**src/rtl/edge_irq_pkg.sv**
```systemverilog
package edge_irq_pkg;
  localparam int unsigned ADDR_W  = 2;
  localparam logic [ADDR_W-1:0] OFF_PIN  = 2'd0;
  localparam logic [ADDR_W-1:0] OFF_MASK = 2'd2;
  localparam logic [ADDR_W-1:0] OFF_CAP  = 2'd3;

  typedef struct packed {
    logic maskWr;
    logic maskVal;
    logic capClr;
  } ctrlStrobes_t;
endpackage

```
**src/rtl/edge_irq_ctrl.sv**
```systemverilog
module edge_irq_ctrl
  import edge_irq_pkg::*;
#(
  parameter int unsigned DATA_W = 8
) (
  input  logic [ADDR_W-1:0] busAddr,
  input  logic              busWrEn,
  input  logic [DATA_W-1:0] busWrData,
  input  logic              syncBit,
  input  logic              maskBit,
  input  logic              capBit,
  output ctrlStrobes_t      strobes,
  output logic [DATA_W-1:0] busRdData
);
  always_comb begin
    strobes.maskWr  = busWrEn && (busAddr == OFF_MASK);
    strobes.maskVal = busWrData[0];
    strobes.capClr  = busWrEn && (busAddr == OFF_CAP);
  end

  always_comb begin
    busRdData = '0;
    unique case (busAddr)
      OFF_PIN:  busRdData[0] = syncBit;
      OFF_MASK: busRdData[0] = maskBit;
      OFF_CAP:  busRdData[0] = capBit;
      default:  busRdData[0] = 1'b0;
    endcase
  end
endmodule

```
**src/rtl/edge_irq_datapath.sv**
```systemverilog
module edge_irq_datapath
  import edge_irq_pkg::*;
#(
  parameter int unsigned SYNC_STAGES = 2
) (
  input  logic         clk,
  input  logic         rstN,
  input  logic         pinIn,
  input  logic         levelMode,
  input  ctrlStrobes_t strobes,
  output logic         syncBit,
  output logic         maskBit,
  output logic         capBit,
  output logic         edgeHit,
  output logic         irqOut
);
  logic [SYNC_STAGES-1:0] syncChain;
  logic prevSync;

  genvar g;
  generate
    for (g = 0; g < SYNC_STAGES; g++) begin : gSync
      if (g == 0) begin : gFirst
        always_ff @(posedge clk) begin
          if (!rstN) syncChain[0] <= 1'b0;
          else       syncChain[0] <= pinIn;
        end
      end else begin : gRest
        always_ff @(posedge clk) begin
          if (!rstN) syncChain[g] <= 1'b0;
          else       syncChain[g] <= syncChain[g-1];
        end
      end
    end
  endgenerate

  assign syncBit = syncChain[SYNC_STAGES-1];
  assign edgeHit = syncBit & ~prevSync;

  always_ff @(posedge clk) begin
    if (!rstN) begin
      prevSync <= 1'b0;
      maskBit  <= 1'b0;
      capBit   <= 1'b0;
    end else begin
      prevSync <= syncBit;
      if (strobes.maskWr) maskBit <= strobes.maskVal;
      capBit <= edgeHit | (capBit & ~strobes.capClr);
    end
  end

  assign irqOut = maskBit & (levelMode ? syncBit : capBit);
endmodule

```
**src/rtl/edge_irq_port.sv**
```systemverilog
module edge_irq_port
  import edge_irq_pkg::*;
#(
  parameter int unsigned DATA_W      = 8,
  parameter int unsigned SYNC_STAGES = 2
) (
  input  logic              clk,
  input  logic              rstN,
  input  logic              pinIn,
  input  logic              levelMode,
  input  logic [ADDR_W-1:0] busAddr,
  input  logic              busWrEn,
  input  logic [DATA_W-1:0] busWrData,
  output logic [DATA_W-1:0] busRdData,
  output logic              irqOut
);
  ctrlStrobes_t strobes;
  logic syncBit, maskBit, capBit, edgeHit;

  edge_irq_ctrl #(.DATA_W(DATA_W)) u_ctrl (
    .busAddr(busAddr), .busWrEn(busWrEn), .busWrData(busWrData),
    .syncBit(syncBit), .maskBit(maskBit), .capBit(capBit),
    .strobes(strobes), .busRdData(busRdData)
  );

  edge_irq_datapath #(.SYNC_STAGES(SYNC_STAGES)) u_dp (
    .clk(clk), .rstN(rstN), .pinIn(pinIn), .levelMode(levelMode),
    .strobes(strobes), .syncBit(syncBit), .maskBit(maskBit),
    .capBit(capBit), .edgeHit(edgeHit), .irqOut(irqOut)
  );
endmodule

```
**config.mk**
```make
export PLATFORM = sky130hd
export DESIGN_NAME = edge_irq_port
export DESIGN_NICKNAME = d
export VERILOG_FILES = /design/src/rtl/edge_irq_pkg.sv /design/src/rtl/edge_irq_ctrl.sv /design/src/rtl/edge_irq_datapath.sv /design/src/rtl/edge_irq_port.sv
export SDC_FILE = /design/constraint.sdc
export NUM_CORES = 1
export LEC_CHECK = 0
export BUFFER_PORTS_ARGS = -buffer_cell sky130_fd_sc_hd__buf_2
export CAP_MARGIN = 40
export CORE_AREA = 8 8 45 47
export CTS_CLUSTER_DIAMETER = 150
export DETAILED_ROUTE_END_ITERATION = 8
export DIE_AREA = 0 0 53 55
export GPL_ROUTABILITY_DRIVEN = 0
export SLEW_MARGIN = 40
export SYNTH_ARGS = -nofsm -noshare
export SYNTH_HDL_FRONTEND = slang
export SYNTH_SLANG_ARGS = --single-unit
export TNS_END_PERCENT = 10
```
**constraint.sdc**
```tcl
create_clock -name clk -period 1.3 [get_ports clk]
set_clock_uncertainty 0.1 [all_clocks]
set_input_delay 0.13 -clock clk [delete_from_list [all_inputs] [get_ports clk]]
set_output_delay 0.13 -clock clk [all_outputs]
set_load 0.01 [all_outputs]
```
== Yosys cells after proc, flatten, opt, wreduce, memory -nomap -nowiden ==
Cells that the tools add are included.
Widths: inputs -> output; s select.
Storage, ports and cells
  register bits after elaboration: 5
  bits in latches: 0
  RAM bits: 0
  ROM bits: 0
  input port bits: 15
  output and inout bits: 9
  word-level logic and storage cells: 18
  memories kept: 0
Operators by class
  add/subtract/negate cells: 0
  $mul: 0
  divide/modulo/power cells: 0
  order comparisons: 0
  equal/unequal tests: 2
  shift-type cells: 0
  mux-type cells: 2
  bitwise operators: 6
  reductions and logical operators: 3
Operator list (count)
  $eq 2x2->1 const B: 2
  $and 1x1->1: 3
  $pmux 1 s3: 1
  $logic_and 1x1->1: 2
  $logic_not 2->1: 1
  $not 1->1: 2
  $mux 1: 1
  $or 1x1->1: 1

== Logic depth before layout (Yosys ltp) ==
Gate-level depths: netlist of run 1.
  word-level depth: 5
  gate-level depth with buffers: 2
  depth with buffers taken out: 2

== Modules after synthesis ==
Synthesis of run 1 repeated with hierarchy kept, for this count alone.
Unflattened totals
  cells, all modules: 30
  area, all modules: 282.8 µm²
Modules (own cells, without submodules)
  edge_irq_datapath: instances 1, cells each 15, area each 180.2 µm², seq. area each 100.1 µm²
  edge_irq_ctrl: instances 1, cells each 15, area each 102.6 µm², seq. area each 0.0 µm²

== Worst setup path after synthesis of run 1 ==
OpenSTA, ideal clock, no wires.
  kind: register to output
  start point: register u_dp.capBit
  end point: output port busRdData[0]
  data arrival time: 839 ps
  required time: 1070 ps
  slack: 231 ps
  stages on the path, launching flop included: 3
  buffers on the path: 0
  path through: dfxtp_1 mux2_1 a22o_1
Between the ends
  cells in the longest elaborated chain, start to end: 1
RTL lines
  from (decl): line edge_irq_datapath.sv:13  | output logic capBit,
  from (signal assigned): line edge_irq_datapath.sv:48  | capBit <= edgeHit | (capBit & ~strobes.capClr);
  $pmux 1 s3: line edge_irq_ctrl.sv:23  | unique case (busAddr)
  to (decl): line edge_irq_port.sv:14  | output logic [DATA_W-1:0] busRdData,
No other way between the ends.

== Worst setup path in the final report of run 1 ==
  start point: register u_dp.maskBit
  end point: output port busRdData[0]
Between the ends
  cells in the longest elaborated chain, start to end: 1
RTL lines
  from (decl): line edge_irq_datapath.sv:12  | output logic maskBit,
  from (signal assigned): line edge_irq_datapath.sv:47  | if (strobes.maskWr) maskBit <= strobes.maskVal;
  $pmux 1 s3: line edge_irq_ctrl.sv:23
No other way between the ends.

==> results of run 1 <==
-- cell type report --
class	count	area, sq um
clock buffer	4	26.3
fill	155	1020
multi-input combinational	23	145
sequential	5	103
tap	16	20.0
timing repair buffer	12	70.1
-- cells by family (layout without fill, tap and decap cells) --
family | after synthesis | in the layout | synth area share
AO/OA/AOI/OAI | 3 | 3 | 0.0922
buffers and inverters | 7 | 16 | 0.194
AND/OR/NAND/NOR | 10 | 10 | 0.217
multiplexers | 3 | 3 | 0.115
flip-flops | 5 | 5 | 0.369
other | 1 | 7 | 0.0138
-- Yosys cell counts --
library cell	n
mux2i_1	2
conb_1	1
a22o_1	1
nand3b_1	1
a21boi_0	1
mux2_1	1
nor2b_1	2
dfxtp_1	5
nor2_1	1
and2b_2	1
nand2_1	2
buf_4	7
o31a_1	1
and2_1	3
-- registers in the layout, indices dropped and copies added (netlist names) --
register / count
u_dp.capBit: 1
u_dp.maskBit: 1
u_dp.prevSync: 1
u_dp.syncBit: 1
u_dp.syncChain: 1
-- cells in the final DEF (no fill, tap or decap) --
| cell type | count |
|---|---|
| o31a_1 | 1 |
| and2_1 | 3 |
| nor2b_1 | 2 |
| dlygate4sd3_1 | 1 |
| mux2i_1 | 2 |
| conb_1 | 7 |
| and2b_2 | 1 |
| dfxtp_1 | 3 |
| nand2_1 | 2 |
| a21boi_0 | 1 |
| dfxtp_2 | 2 |
| buf_2 | 9 |
| clkbuf_1 | 1 |
| clkbuf_4 | 3 |
| mux2_4 | 1 |
| nand3b_1 | 1 |
| nor2_1 | 1 |
| buf_4 | 2 |
| a22o_1 | 1 |
-- routing by layer --
metal,track usage,up-vias,wire (um)
li1,-,111,-
met1,0.0334,100,212
met2,0.0645,16,237
met3,0.0481,0,129
met4,0.0129,0,0
met5,0,-,0
-- power by group through the flow --
stage / clock network (uW) / logic [uW] / registers [uW]
after floorplan: 0 / 42.0 / 167
after global placement: 0 / 43.0 / 168
after detailed placement: 0 / 43.9 / 168
after CTS: 193 / 54.3 / 165
after global routing: 204 / 61.0 / 166
final: 180 / 54.5 / 165
-- repair_timing --
item,CTS,global route
setup endpoints to repair,1,1
gates resized for setup,3,0
hold endpoints to repair,1,0
pin swaps,1,0
buffers inserted,2,0
hold buffers,1,0
-- stage by stage --
step	total power [uW]	TNS, ns	instances	instance area (sq um)	utilization
2_1_floorplan	209	0	35	294	-
3_3_place_gp	211	0	53	307	0.222
5_1_grt	431	-0.123	60	364	0.263
6_report	400	-0.0729	60	364	0.263
4_1_cts	412	-0.0806	60	364	0.263
3_5_place_dp	212	0	53	307	0.222
-- worst paths after layout --
check / start / to / slack (ns) / depth (start not counted)
setup / recovery: u_dp.maskBit / busRdData[0] / -0.07 / 3
setup reg to reg: u_dp.capBit / u_dp.capBit / 0.23 / 3
hold / removal: busWrData[0] / u_dp.maskBit / 0.02 / 3
hold reg to reg: u_dp.syncChain[0] / u_dp.syncBit / 0.33 / 1
-- critical path: cells and delay by family, from the launching register on --
kind	cells	cell delay, ns
buf+inv	1	0.13
flops	1	0.31
compound gates	1	0.20
mux	1	0.26
==> impl_metrics.toml, run 1 <==
[synthesis]
synth_top_cell_area_share = 0.369
ys_ff_latch = 5
synth_seq_area_share = 0.369
syn_area_sq_um = 272
ys_types = 14
synthCells = 29
avgSynthCellArea_sq_um = 9.36
synth.area.top_cells = "dfxtp_1, buf_4, mux2i_1, and2_1, nor2b_1"
synth_warnings = 0
yosys.area.top_type = "dfxtp_1"

[drt]
ant_nets = 0
routed_wl_um = 579
vias_per_cell = 3.78
drt-initial-drc-count = 0
drtPass1Iterations = 1
wire_per_inst_um = 9.65
route.detailed.drc = 0
vias = 227

[cts]
cts.htree.levels = 1
clock_sinks = 5
cts.path.max_buffers = 2
cts_tree = "built"
cts-root-buf = "clkbuf_4"
insertion_delay_ns = 0.24
tritoncts.num_buffers = 3
path_clk_slew_ns = 0.05

[floorplan]
fp.dieW_um = 53
dieHeight_um = 55
rows = 14
design.die.area_sq_um = 2920
io_pins = 24
design.core.area_sq_um = 1380
initial_core_util = 0.196

[flow_run]
drv_cap = 0

[sta]
timing.final.crit_share = 1.06
rsz0062_at_grt = "yes"
slew_violations = 0
fmax_mhz = 728
worst_hold_slack_ns = 0.0248
min_period_ns = 1.37
finalSetupViolCount = 1
fin_ws_ns = -0.0729
hold_viol = 0

[min_path]
holdCritPathClass = "in2reg"

[global_route]
grt_usage = 0.0415
overflow = 0
grt_max_degree = 7
antenna_found_initial = 0
grt_pass1_wl_um = 814
grt_pass1_vias = 214

[setup_path]
path_cells = "mux2_4, a22o_1, buf_2"
crit_type = "reg2out"
slowest_delay_ns = 0.31
worstSetupStartpointType = "register"
critical_path.slowest_cell = "dfxtp_2"
cp-end-kind = "output port"
worstPathArrival_ns = 1.14
worstPathRequired_ns = 1.07
crit_path_max_fanout = 2

[status]
violations = "negative setup slack"
run_status = "complete, but fails checks"

[power]
p_clk_frac = 0.451
switching_share = 0.235
p_leak_uw = 0.000187
pwr-share-seq = 0.413
p_sw_uw = 94.2
power.density_nw_per_um2 = 1100
ir_drop_v = 0.000631
internal_power_uw = 306
p_comb_frac = 0.136

[layout]
nNetsFinal = 60
diodes = 0
area_growth_pct = 34.1
layout-drive-gt1-share = 0.409

[placed_design]
post-place-ws_ns = 0.116
post-dp-hpwl_um = 408
port_buffers = 9
Note: power is estimated with default switching activity, not from simulation.
==> run 2: changes to the inputs <==
--- a/config.mk
+++ b/config.mk
@@ -5,7 +5,7 @@
 export SDC_FILE = /design/constraint.sdc
 export NUM_CORES = 1
 export LEC_CHECK = 0
-export BUFFER_PORTS_ARGS = -buffer_cell sky130_fd_sc_hd__buf_2
+export BUFFER_PORTS_ARGS = -buffer_cell sky130_fd_sc_hd__buf_4
 export CAP_MARGIN = 40
 export CORE_AREA = 8 8 45 47
 export CTS_CLUSTER_DIAMETER = 150
==> run 2 against run 1 <==
Against the previous run: the flow still finishes with violations (negative setup slack); core utilization rose by 1.9 points; clock power barely moved; critical path type unchanged; sequential cell count did not move; critical endpoint unchanged; global-route usage fell by 0.32 points; cell area rose by 7.2%.
==> impl_metrics.toml, run 2 (synthesized netlist as in run 1, its figures left out) <==
[layout]
area_growth_pct = 43.8
diodes = 0
final_cell_mix = "buf_4, conb_1, and2_1, clkbuf_4, dfxtp_1"
stdcell_area_sq_um = 390
layout-drive-gt1-share = 0.409
layout_commonest_cell = "buf_4"
layoutNonFillerInstCount = 60
multi_input_area_sq_um = 145
seqCellArea_sq_um = 103
num-fill-cells = 147
nNetsFinal = 60

[power]
p_clk_frac = 0.441
ir_drop_v = 0.000661
pwr-share-seq = 0.406
p_sw_uw = 93.3
p_comb_frac = 0.154
p_leak_uw = 0.000194
internal_power_uw = 314
power.density_nw_per_um2 = 1040
switching_share = 0.229

[setup_path]
cp-end-kind = "output port"
crit_path_max_fanout = 2
critical_path.slowest_cell = "dfxtp_2"
worstSetupStartpointType = "register"
slowest_delay_ns = 0.31
worstPathArrival_ns = 1.15
crit_type = "reg2out"
path_cells = "mux2_4, a22o_1, buf_6"
worstPathRequired_ns = 1.07

[cts]
tritoncts.num_buffers = 3
cts.path.max_buffers = 2
cts_tree = "built"
cts.htree.levels = 1
clock_sinks = 5
insertion_delay_ns = 0.24
cts-root-buf = "clkbuf_4"
path_clk_slew_ns = 0.04

[floorplan]
dieHeight_um = 55
fp.dieW_um = 53
initial_core_util = 0.196
io_pins = 24
rows = 14
design.die.area_sq_um = 2920
design.core.area_sq_um = 1380

[sta]
fin_tns_setup_ns = -0.0753
min_period_ns = 1.38
fmax_mhz = 727
finalSetupViolCount = 1
slew_violations = 0
worst_hold_slack_ns = 0.0320
timing.final.crit_share = 1.06
hold_viol = 0
rsz0062_at_grt = "yes"
fin_ws_ns = -0.0753

[drt]
drtPass1Iterations = 3
vias_per_cell = 3.72
ant_nets = 0
wire_per_inst_um = 9.33
vias = 223
routed_wl_um = 560
route.detailed.drc = 0
drt-initial-drc-count = 1

[placed_design]
placed_area_sq_um = 329
post-dp-hpwl_um = 414
placed_cells_incl_taps = 53
port_buffers = 9

[global_route]
grt_pass1_vias = 194
grt_pass1_wl_um = 759
antenna_found_initial = 0
grt_max_degree = 7
grt_usage = 0.0383
overflow = 0

[status]
run_status = "complete, but fails checks"
violations = "negative setup slack"

[min_path]
holdCritPathClass = "in2reg"

[flow_run]
drv_cap = 0
## run 2: cell counts in the layout (fill, tap and decap cells not counted)
No cell type changed its count.
## run 2: repair_timing
action | in CTS | in global routing
hold buffers | 1 | 0
hold endpoints to repair | 1 | 0
setup buffers | 2 | 0
gates resized for setup | 4 | 0
pin swaps | 1 | 0
endpoints found under the setup margin | 1 | 1
## run 2: final cells by class
type / count / area share
Clock buffer: 4 / 0.0673
Multi-Input combinational cell: 23 / 0.372
Sequential cell: 5 / 0.263
Tap cell: 16 / 0.0513
Timing Repair Buffer: 12 / 0.247
## run 2: path summary, 6_finish.rpt
| kind | from | end | slack (ns) | depth (start not counted) |
|---|---|---|---|---|
| setup / recovery | u_dp.maskBit | busRdData[0] | -0.08 | 3 |
| hold / removal | busWrData[0] | u_dp.maskBit | 0.03 | 3 |
| setup reg to reg | u_dp.capBit | u_dp.capBit | 0.24 | 3 |
| hold reg to reg | u_dp.syncChain[0] | u_dp.syncBit | 0.33 | 1 |
## run 2: stage by stage
stage               utilization  power [uW]  setup slack (ns)
finish                    0.282         407           -0.0753
global route              0.282         434            -0.104
floorplan                     -         209             0.231
detailed placement        0.238         219             0.108
CTS                       0.282         417           -0.0800
global placement          0.238         218             0.105
## run 2: worst max-delay path, delay by kind of cell, from the launching register on
kind	cells	cell delay, ns
compound gates	1	0.21
buf+inv	1	0.12
flops	1	0.31
mux	1	0.26
## run 2: routing by layer
metal | global-route usage | vias to the layer above | wire length [um]
li1 | - | 111 | -
met1 | 0.0366 | 96 | 215
met2 | 0.0488 | 16 | 207
met3 | 0.0481 | 0 | 137
met4 | 0.0129 | 0 | 0
met5 | 0 | - | 0
## run 2: power by group through the flow
stage	Combinational, uW	Sequential [uW]	Clock (uW)
finish	62.5	165	179
global route	68.7	165	200
CTS	62.3	165	190
detailed placement	50.7	168	0
global placement	50.2	168	0
floorplan	42.0	167	0
==> run 3: changes to the inputs <==
--- a/config.mk
+++ b/config.mk
@@ -12,6 +12,7 @@
 export DETAILED_ROUTE_END_ITERATION = 8
 export DIE_AREA = 0 0 53 55
 export GPL_ROUTABILITY_DRIVEN = 0
+export PLACE_DENSITY = 0.58
 export SLEW_MARGIN = 40
 export SYNTH_ARGS = -nofsm -noshare
 export SYNTH_HDL_FRONTEND = slang
==> run 3 against run 2 <==
Against the previous run: the run still ends with negative setup slack left; non-clock buffer count did not move; first-iteration DRC count shrank 100%; maximum frequency rose by 0.16%; critical endpoint unchanged; largest cell class unchanged; largest power group unchanged.
==> impl_metrics.toml, run 3 (synthesized netlist as in run 1, its figures left out) <==
[layout]
final_util = 0.282
layout_commonest_cell = "buf_4"
layout-drive-gt1-share = 0.409
diodes = 0
area_growth_pct = 43.8
nNetsFinal = 60
final_cell_mix = "buf_4, conb_1, and2_1, clkbuf_4, dfxtp_1"

[cts]
cts.path.max_buffers = 2
insertion_delay_ns = 0.24
cts-root-buf = "clkbuf_4"
path_clk_slew_ns = 0.05
tritoncts.num_buffers = 3
cts_tree = "built"
cts.htree.levels = 1
clock_sinks = 5

[flow_run]
drv_cap = 0

[floorplan]
design.core.area_sq_um = 1380
fp.dieW_um = 53
design.die.area_sq_um = 2920
io_pins = 24
initial_core_util = 0.196
rows = 14
dieHeight_um = 55

[drt]
vias = 229
ant_nets = 0
wire_per_inst_um = 9.73
vias_per_cell = 3.82
routed_wl_um = 584
drt-initial-drc-count = 0
drtPass1Iterations = 1
route.detailed.drc = 0

[setup_path]
crit_path_max_fanout = 2
cp_num_buf_inv = 1
cp-end-kind = "output port"
crit_type = "reg2out"
critical_path.slowest_cell = "dfxtp_2"
path_cells = "mux2_4, a22o_1, buf_6"
slowest_delay_ns = 0.31
critical_path.top_delay_family = "flip-flops"
worstPathRequired_ns = 1.07
worstPathArrival_ns = 1.14
worstSetupStartpointType = "register"

[min_path]
holdCritPathClass = "in2reg"

[power]
ir_drop_v = 0.000725
p_leak_uw = 0.000194
power.density_nw_per_um2 = 1040

[placed_design]
post-place-ws_ns = 0.109
port_buffers = 9

[sta]
hold_viol = 0
fmax_mhz = 728
fin_tns_setup_ns = -0.0731
min_period_ns = 1.37
rsz0062_at_grt = "yes"
worst_hold_slack_ns = 0.0334
fin_ws_ns = -0.0731
slew_violations = 0
finalSetupViolCount = 1
timing.final.crit_share = 1.06

[global_route]
grt_max_degree = 7
grt_pass1_wl_um = 897
overflow = 0
antenna_found_initial = 0
grt_pass1_vias = 233
grt_usage = 0.0438

[status]
run_status = "complete, but fails checks"
violations = "negative setup slack"
-- run 3: per-layer routing --
metal	wire length [um]	GRT usage
met1	230	0.0381
met5	0	0
met2	219	0.0645
met4	0	0.0129
met3	135	0.0508
-- run 3: layout make-up --
class,instances,area (sq um)
clock buffer,4,26.3
fill,144,993
multi-input combinational,23,145
sequential,5,103
tap,16,20.0
timing repair buffer,12,96.3
-- run 3: worst reg2reg max path, stage by stage (launching register included) --
cell	delay, ns
dfxtp_2	0.32
buf_4	0.13
and2b_2	0.18
o31a_1	0.23
-- run 3: per-stage QoR --
step	area (sq um)	cells	total power, uW
3_5_place_dp	329	53	219
3_3_place_gp	329	53	218
6_report	390	60	407
4_1_cts	390	60	414
2_1_floorplan	294	35	209
5_1_grt	390	60	433
-- run 3: power by group --
group / switching [uW] / total, uW / internal [uW]
combinational: 26.7 / 62.7 / 36.0
clock: 63.1 / 179 / 116
sequential: 3.77 / 165 / 162
-- run 3: path summary, 6_finish.rpt --
path | slack, ns | startpoint | depth (start not counted) | to
worst max register to register | 0.23 | u_dp.capBit | 3 | u_dp.capBit
worst min register to register | 0.33 | u_dp.syncChain[0] | 1 | u_dp.syncBit
worst max-delay path | -0.07 | u_dp.maskBit | 3 | busRdData[0]
worst min-delay path | 0.03 | busWrData[0] | 3 | u_dp.maskBit
-- run 3: repair_timing --
item / in CTS / in global routing
hold buffers: 1 / 0
resized for setup: 4 / 0
hold endpoints to repair: 1 / 0
pin swaps: 1 / 0
setup endpoints to repair: 1 / 2
setup buffers: 2 / 0
